## src/rtl/dac_tx_pkg.sv

```systemverilog
package dac_tx_pkg;

  typedef enum logic [2:0] {
    ST_IDLE  = 3'd0,
    ST_LO    = 3'd1,
    ST_HI    = 3'd2,
    ST_SETUP = 3'd3,
    ST_STRB  = 3'd4,
    ST_HOLD  = 3'd5,
    ST_RLOW  = 3'd6,
    ST_RWAIT = 3'd7
  } tx_state_t;

  function automatic int unsigned max2(input int unsigned a, input int unsigned b);
    return (a > b) ? a : b;
  endfunction

  function automatic int unsigned at_least_one(input int unsigned a);
    return (a < 1) ? 1 : a;
  endfunction

endpackage

```

## src/rtl/dac_tx_timer.sv

```systemverilog
module dac_tx_timer #(
  parameter int CNT_W = 4
) (
  input  logic             clk,
  input  logic             rst,
  input  logic             load,
  input  logic [CNT_W-1:0] value,
  output logic             zero
);

  logic [CNT_W-1:0] cnt_q;

  always_ff @(posedge clk) begin
    if (rst) begin
      cnt_q <= '0;
    end else if (load) begin
      cnt_q <= value;
    end else if (cnt_q != '0) begin
      cnt_q <= cnt_q - 1'b1;
    end
  end

  assign zero = (cnt_q == '0);

endmodule

```

## src/rtl/dac_tx_shifter.sv

```systemverilog
module dac_tx_shifter #(
  parameter int WIDTH = 12
) (
  input  logic             clk,
  input  logic             rst,
  input  logic             load,
  input  logic [WIDTH-1:0] word,
  input  logic             shift,
  output logic             msb
);

  logic [WIDTH-1:0] sr_q;

  always_ff @(posedge clk) begin
    if (rst) begin
      sr_q <= '0;
    end else if (load) begin
      sr_q <= word;
    end else if (shift) begin
      sr_q <= {sr_q[WIDTH-2:0], 1'b0};
    end
  end

  assign msb = sr_q[WIDTH-1];

endmodule

```

## src/rtl/dac_tx_seq.sv

```systemverilog
module dac_tx_seq
  import dac_tx_pkg::*;
#(
  parameter int FRAME_W    = 12,
  parameter int HALF_CYC   = 3,
  parameter int SETUP_CYC  = 2,
  parameter int STROBE_CYC = 2,
  parameter int HOLD_CYC   = 2,
  parameter int RLOW_CYC   = 5,
  parameter int RWAIT_CYC  = 5,
  parameter int CNT_W      = 4
) (
  input  logic             clk,
  input  logic             rst,
  input  logic             req_valid,
  input  logic             rst_cmd,
  input  logic             t_zero,
  output logic             t_load,
  output logic [CNT_W-1:0] t_val,
  output logic             sh_load,
  output logic             sh_shift,
  output logic             req_ready,
  output logic             done,
  output logic             sclk,
  output logic             latch,
  output logic             dac_rst_n
);

  localparam int BIT_W = (FRAME_W > 2) ? $clog2(FRAME_W) : 1;
  localparam logic [BIT_W-1:0] LAST_BIT = BIT_W'(FRAME_W - 1);
  localparam logic [CNT_W-1:0] HALF_V   = CNT_W'(at_least_one(HALF_CYC) - 1);
  localparam logic [CNT_W-1:0] SETUP_V  = CNT_W'(at_least_one(SETUP_CYC) - 1);
  localparam logic [CNT_W-1:0] STROBE_V = CNT_W'(at_least_one(STROBE_CYC) - 1);
  localparam logic [CNT_W-1:0] HOLD_V   = CNT_W'(at_least_one(HOLD_CYC) - 1);
  localparam logic [CNT_W-1:0] RLOW_V   = CNT_W'(at_least_one(RLOW_CYC) - 1);
  localparam logic [CNT_W-1:0] RWAIT_V  = CNT_W'(at_least_one(RWAIT_CYC) - 1);

  tx_state_t        st_q, st_n;
  logic [BIT_W-1:0] bits_q, bits_n;
  logic             pend_q, pend_n, pend_clr;
  logic             accept;

  assign accept = req_valid & req_ready;

  always_comb begin
    st_n     = st_q;
    bits_n   = bits_q;
    t_load   = 1'b0;
    t_val    = '0;
    sh_load  = 1'b0;
    sh_shift = 1'b0;
    pend_clr = 1'b0;
    unique case (st_q)
      ST_IDLE: begin
        if (pend_q) begin
          st_n     = ST_RLOW;
          t_load   = 1'b1;
          t_val    = RLOW_V;
          pend_clr = 1'b1;
        end else if (accept) begin
          st_n    = ST_LO;
          t_load  = 1'b1;
          t_val   = HALF_V;
          sh_load = 1'b1;
          bits_n  = LAST_BIT;
        end
      end
      ST_LO: begin
        if (t_zero) begin
          st_n   = ST_HI;
          t_load = 1'b1;
          t_val  = HALF_V;
        end
      end
      ST_HI: begin
        if (t_zero) begin
          t_load = 1'b1;
          if (bits_q == '0) begin
            st_n  = ST_SETUP;
            t_val = SETUP_V;
          end else begin
            st_n     = ST_LO;
            t_val    = HALF_V;
            sh_shift = 1'b1;
            bits_n   = bits_q - 1'b1;
          end
        end
      end
      ST_SETUP: begin
        if (t_zero) begin
          st_n   = ST_STRB;
          t_load = 1'b1;
          t_val  = STROBE_V;
        end
      end
      ST_STRB: begin
        if (t_zero) begin
          st_n   = ST_HOLD;
          t_load = 1'b1;
          t_val  = HOLD_V;
        end
      end
      ST_HOLD: begin
        if (t_zero) st_n = ST_IDLE;
      end
      ST_RLOW: begin
        if (t_zero) begin
          st_n   = ST_RWAIT;
          t_load = 1'b1;
          t_val  = RWAIT_V;
        end
      end
      ST_RWAIT: begin
        if (t_zero) st_n = ST_IDLE;
      end
      default: st_n = ST_IDLE;
    endcase
    pend_n = pend_clr ? rst_cmd : (pend_q | rst_cmd);
  end

  always_ff @(posedge clk) begin
    if (rst) begin
      st_q      <= ST_IDLE;
      bits_q    <= '0;
      pend_q    <= 1'b0;
      req_ready <= 1'b0;
      done      <= 1'b0;
      sclk      <= 1'b0;
      latch     <= 1'b0;
      dac_rst_n <= 1'b1;
    end else begin
      st_q      <= st_n;
      bits_q    <= bits_n;
      pend_q    <= pend_n;
      req_ready <= (st_n == ST_IDLE) && !pend_n;
      done      <= (st_q == ST_HOLD) && (st_n == ST_IDLE);
      sclk      <= (st_n == ST_HI);
      latch     <= (st_n == ST_STRB);
      dac_rst_n <= (st_n != ST_RLOW);
    end
  end

endmodule

```

## src/rtl/dac_frame_tx.sv

```systemverilog
module dac_frame_tx
  import dac_tx_pkg::*;
#(
  parameter int SEL_W      = 2,
  parameter int CHAN_W     = 2,
  parameter int CODE_W     = 8,
  parameter int HALF_CYC   = 3,
  parameter int SETUP_CYC  = 2,
  parameter int STROBE_CYC = 2,
  parameter int HOLD_CYC   = 2,
  parameter int RLOW_CYC   = 5,
  parameter int RWAIT_CYC  = 5
) (
  input  logic              clk,
  input  logic              rst,
  input  logic              req_valid,
  output logic              req_ready,
  input  logic [SEL_W-1:0]  req_sel,
  input  logic [CHAN_W-1:0] req_chan,
  input  logic [CODE_W-1:0] req_code,
  input  logic              rst_cmd,
  output logic              done,
  output logic              sclk,
  output logic              sdata,
  output logic              latch,
  output logic              dac_rst_n
);

  localparam int FRAME_W = SEL_W + CHAN_W + CODE_W;
  localparam int MAX_DUR = max2(max2(max2(HALF_CYC, SETUP_CYC), max2(STROBE_CYC, HOLD_CYC)),
                                max2(RLOW_CYC, RWAIT_CYC));
  localparam int CNT_W   = $clog2(MAX_DUR + 1);

  logic [FRAME_W-1:0] word;
  logic               t_load, t_zero, sh_load, sh_shift;
  logic [CNT_W-1:0]   t_val;

  assign word = {req_sel, req_chan, req_code};

  dac_tx_timer #(.CNT_W(CNT_W)) u_timer (
    .clk   (clk),
    .rst   (rst),
    .load  (t_load),
    .value (t_val),
    .zero  (t_zero)
  );

  dac_tx_shifter #(.WIDTH(FRAME_W)) u_shift (
    .clk   (clk),
    .rst   (rst),
    .load  (sh_load),
    .word  (word),
    .shift (sh_shift),
    .msb   (sdata)
  );

  dac_tx_seq #(
    .FRAME_W    (FRAME_W),
    .HALF_CYC   (HALF_CYC),
    .SETUP_CYC  (SETUP_CYC),
    .STROBE_CYC (STROBE_CYC),
    .HOLD_CYC   (HOLD_CYC),
    .RLOW_CYC   (RLOW_CYC),
    .RWAIT_CYC  (RWAIT_CYC),
    .CNT_W      (CNT_W)
  ) u_seq (
    .clk       (clk),
    .rst       (rst),
    .req_valid (req_valid),
    .rst_cmd   (rst_cmd),
    .t_zero    (t_zero),
    .t_load    (t_load),
    .t_val     (t_val),
    .sh_load   (sh_load),
    .sh_shift  (sh_shift),
    .req_ready (req_ready),
    .done      (done),
    .sclk      (sclk),
    .latch     (latch),
    .dac_rst_n (dac_rst_n)
  );

endmodule

```

## config.mk

```make
export PLATFORM = sky130hd
export DESIGN_NAME = dac_frame_tx
export DESIGN_NICKNAME = d
export VERILOG_FILES = /design/src/rtl/dac_tx_pkg.sv /design/src/rtl/dac_tx_timer.sv /design/src/rtl/dac_tx_shifter.sv /design/src/rtl/dac_tx_seq.sv /design/src/rtl/dac_frame_tx.sv
export SDC_FILE = /design/constraint.sdc
export NUM_CORES = 1
export LEC_CHECK = 0
export BUFFER_PORTS_ARGS = -buffer_cell sky130_fd_sc_hd__buf_4
export CORE_UTILIZATION = 60
export CTS_BUF_LIST = sky130_fd_sc_hd__clkbuf_8
export DETAILED_ROUTE_END_ITERATION = 12
export PLACE_DENSITY = 0.87
export SLEW_MARGIN = 20
export SYNTH_ARGS = -nofsm -noshare
export SYNTH_HDL_FRONTEND = slang
export SYNTH_HIERARCHICAL = 1
export SYNTH_SLANG_ARGS = --single-unit
```

## constraint.sdc

```tcl
create_clock -name clk -period 5.05 [get_ports clk]
set_input_delay 1.01 -clock clk [delete_from_list [all_inputs] [get_ports clk]]
set_output_delay 1.01 -clock clk [all_outputs]
set_load 0.02 [all_outputs]
```

==> results.tsv <==
stage	metric	value	unit
status	outcome	finished, final reports clean	
place	place_congestion	0.9080	
die	rows	17	
finish	num-fill-cells	179	
clock_network	cts_hold_buf	0	
worst_setup_path	path_class	reg -> reg	
detailed_routing	post_drt_wl_per_cell	13.96	microns
synth	synth_area_per_cell	9.528	sq um
pwr	powerDensity	480.7	mW/mm^2
synth	ys_seq_elements	28	
die	start_util	66.16	%
finish	stdcell_area	0.001728	sq mm
clock_network	numCtsBuffers	3	
clock_network	path_clk_slew	0.09	ns
global_route	grt_pass1_vias	1089	
place	io_buffer_count	21	
finish	drive_gt1_share	25.99	%
sta	setup_viol	0	
worst_setup_path	path_buf_inv	2	
sta	relSlewSlack	40.91	%
worst_setup_path	crit_required	5.19	ns
finish	diodes	0	
sta	finalClockSkew	0.003902	ns
synth	synth_area	0.001534	sq mm
sta	period_minus_slack	2.562	ns
worst_setup_path	cp-end-kind	register	
worst_setup_path	crit_path_top_delay_cell	and3_1	
clock_network	tritoncts	built	
worst_setup_path	r2r_end	u_shift/sr_q[1]	
worst_setup_path	crit_top_cell	inv_1	
finish	final_nets	197	
die	ios	22	
worst_setup_path	r2r-start	u_timer/cnt_q[0]	
sta	tightest_slew	0.8864	ns
synth	synthTopCellsByArea	dfxtp_1, a211oi_2, nor2b_1, mux2i_1, a21oi_1	
detailed_routing	drc	0	
synth	async_reset_ff_share	0	%
die	die_x	52.57	microns
place	placed_cell_area	0.001673	sq mm
detailed_routing	first_iter_violations	29	
detailed_routing	vias_per_cell	5.785	
clock_network	root_buffer	clkbuf_8	
worst_hold_path	hold_path.class	reg -> reg	
detailed_routing	drt_pass1_iterations	4	
synth	yosys_most_used_dff	dfxtp_1	
detailed_routing	antenna_left	0	
worst_setup_path	crit_chain	inv_1 > ha_1 > nand2b_1 > inv_1 > nor2b_1 > and3_1 > mux2i_1 > a211oi_2	
worst_setup_path	crit_family	simple AND/OR/NAND/NOR gates	
sta	finalHoldViolCount	0	
synth	synth.distinct_cells	40	
synth	synth_top_cell_area_share	36.54	%
finish	area_growth	12.64	%
finish	multi_input_area	877.1	sq um
die	core	0.002318	sq mm
die	die-height	52.57	microns
pwr	ir_drop	0.4548	mV
finish	regArea	560.5	sq um
sta	rsz0062_at_grt	false	
clock_network	clock-sinks	28	
detailed_routing	vias	1186	
sta	setup_tns	0	ns
worst_setup_path	worst-r2r-cell-count	8	
worst_setup_path	start_kind	register	
detailed_routing	routed_wl	2862	microns
synth	synth_top_area_cell	dfxtp_1	
die	die_area	0.002763	sq mm
run	max_cap_viol_count	0	
worst_setup_path	slowest_delay	0.79	ns
worst_hold_path	holdPathEnd	u_seq/bits_q[0]	
clock_network	clockBufferDepth	2	
worst_setup_path	arrival	2.70	ns
pwr	leakage	0.0006355	uW
global_route	grt_max_degree	26	
synth	ys_seq_area_share	36.54	%
sta	fmax	390.4	MHz
worst_hold_path	hold_depth	1	
global_route	overflow	0	
synth	synth_edf_count	0	
finish	final_cell_mix	dfxtp_1, buf_4, nor2b_1	
sta	post-route-period-util	50.73	%
clock_network	clock_latency	0.27	ns
global_route	antenna_found_initial	0	
clock_network	post_cts_resized	0	
synth	syn_nets	180	
clock_network	post_cts_buffers	0	
synth	yosys_warnings	6	
worst_setup_path	critPathMaxFanout	16	
synth	synthesis.instances	161	
global_route	grt_first_pass_wirelength	4774	microns
worst_hold_path	min_from	u_seq/bits_q[0]	
place	place_hpwl	2070	microns
finish	final_common_cell	dfxtp_1	
clock_network	htree_levels	1	
global_route	grt_use_total	23.86	%
worst_setup_path	r2r_slack	2.49	ns
sta	final-max-slew-violation-count	0	
-- power breakdown --
part,switching (uW),leakage [uW],internal [uW]
Combinational,199,0.000379,176
Sequential,52.8,0.000228,266
Clock,67.6,0.0000288,69.7
Total,319,0.000636,511
-- per-layer routing --
metal  vias up  global-route usage (%)  part of all wire [%]
li1        606                       -                     -
met1       551                   29.21                    43
met2        25                   40.72                    52
met3         4                   5.797                   3.5
met4         0                   7.456                  0.87
met5         -                       0                     0
-- area by class of cell --
class,count,share of cell area [%]
clock buffer,4,3.186
inverter,10,2.462
multi-input combinational,114,50.76
sequential,28,32.44
tap,28,2.028
timing repair buffer,21,9.124
-- sequential cells by signal (all words and copies together), names as in the netlist --
register         cells
u_shift/sr_q        12
u_seq/dac_rst_n      1
u_seq/done           1
u_seq/sclk           1
u_seq/req_ready      1
u_seq/pend_q         1
u_seq/st_q           3
u_seq/bits_q         4
u_seq/latch          1
u_timer/cnt_q        3
-- per-stage QoR --
stage | util [%] | std cells | total power, uW | hold slack (ns) | worst slack (ns)
floorplan | - | 161 | 616.9 | 0.4963 | 2.898
global placement | 72.15 | 201 | 674.8 | 0.5176 | 2.657
detailed placement | 72.15 | 201 | 696.0 | 0.5208 | 2.529
CTS | 74.53 | 205 | 834.2 | 0.5380 | 2.519
global route | 74.53 | 205 | 894.0 | 0.5544 | 2.296
finish | 74.53 | 205 | 830.6 | 0.5421 | 2.488
-- cell usage after synthesis, types with 2 or more instances --
| master | number |
|---|---|
| mux2i_1 | 12 |
| nor3b_1 | 2 |
| buf_2 | 4 |
| nand2b_1 | 3 |
| or3_4 | 3 |
| nor2b_1 | 20 |
| inv_1 | 9 |
| dfxtp_1 | 28 |
| a2111oi_1 | 2 |
| o21ai_0 | 2 |
| nand3_1 | 3 |
| nor4b_1 | 2 |
| a211oi_1 | 2 |
| ha_1 | 3 |
| nor3_2 | 2 |
| nand2_1 | 8 |
| nor3_1 | 4 |
| or3b_1 | 2 |
| buf_6 | 2 |
| nor2_1 | 7 |
| a21oi_1 | 8 |
| o211ai_1 | 2 |
| clkbuf_1 | 3 |
| a211oi_2 | 12 |
-- worst max-delay path by stage --
stage / startpoint / endpoint / slack, ns / cells past startpoint
after global routing: u_timer/cnt_q[0] / u_shift/sr_q[1] / 2.30 / 8
final: u_timer/cnt_q[0] / u_shift/sr_q[1] / 2.49 / 8
after floorplan: req_valid / u_timer/cnt_q[0] / 2.90 / 5
after CTS: u_timer/cnt_q[0] / u_shift/sr_q[1] / 2.52 / 8
after global placement: req_valid / u_timer/cnt_q[1] / 2.66 / 6
after detailed placement: u_timer/cnt_q[0] / u_shift/sr_q[1] / 2.53 / 8
-- worst reg2reg max path: cells and delay by family, from the launching register on --
kind                     cells  cell delay (ns)
multiplexers                 1             0.32
AO/OA/AOI/OAI                1             0.10
adder cells (fa/ha/maj)      1             0.20
buffers and inverters        2             0.30
flip-flops                   1             0.33
AND/OR/NAND/NOR              3             1.18
-- logic make-up after synthesis --
family | after synthesis | synth area share [%]
AO/OA/AOI/OAI | 33 | 19.41
XOR/XNOR | 1 | 0.5711
adder cells (fa/ha/maj) | 3 | 2.447
buffers and inverters | 19 | 6.280
flip-flops | 28 | 36.54
multiplexers | 13 | 8.565
AND/OR/NAND/NOR | 64 | 26.18
No activity file was read; power rests on OpenSTA's default activity.
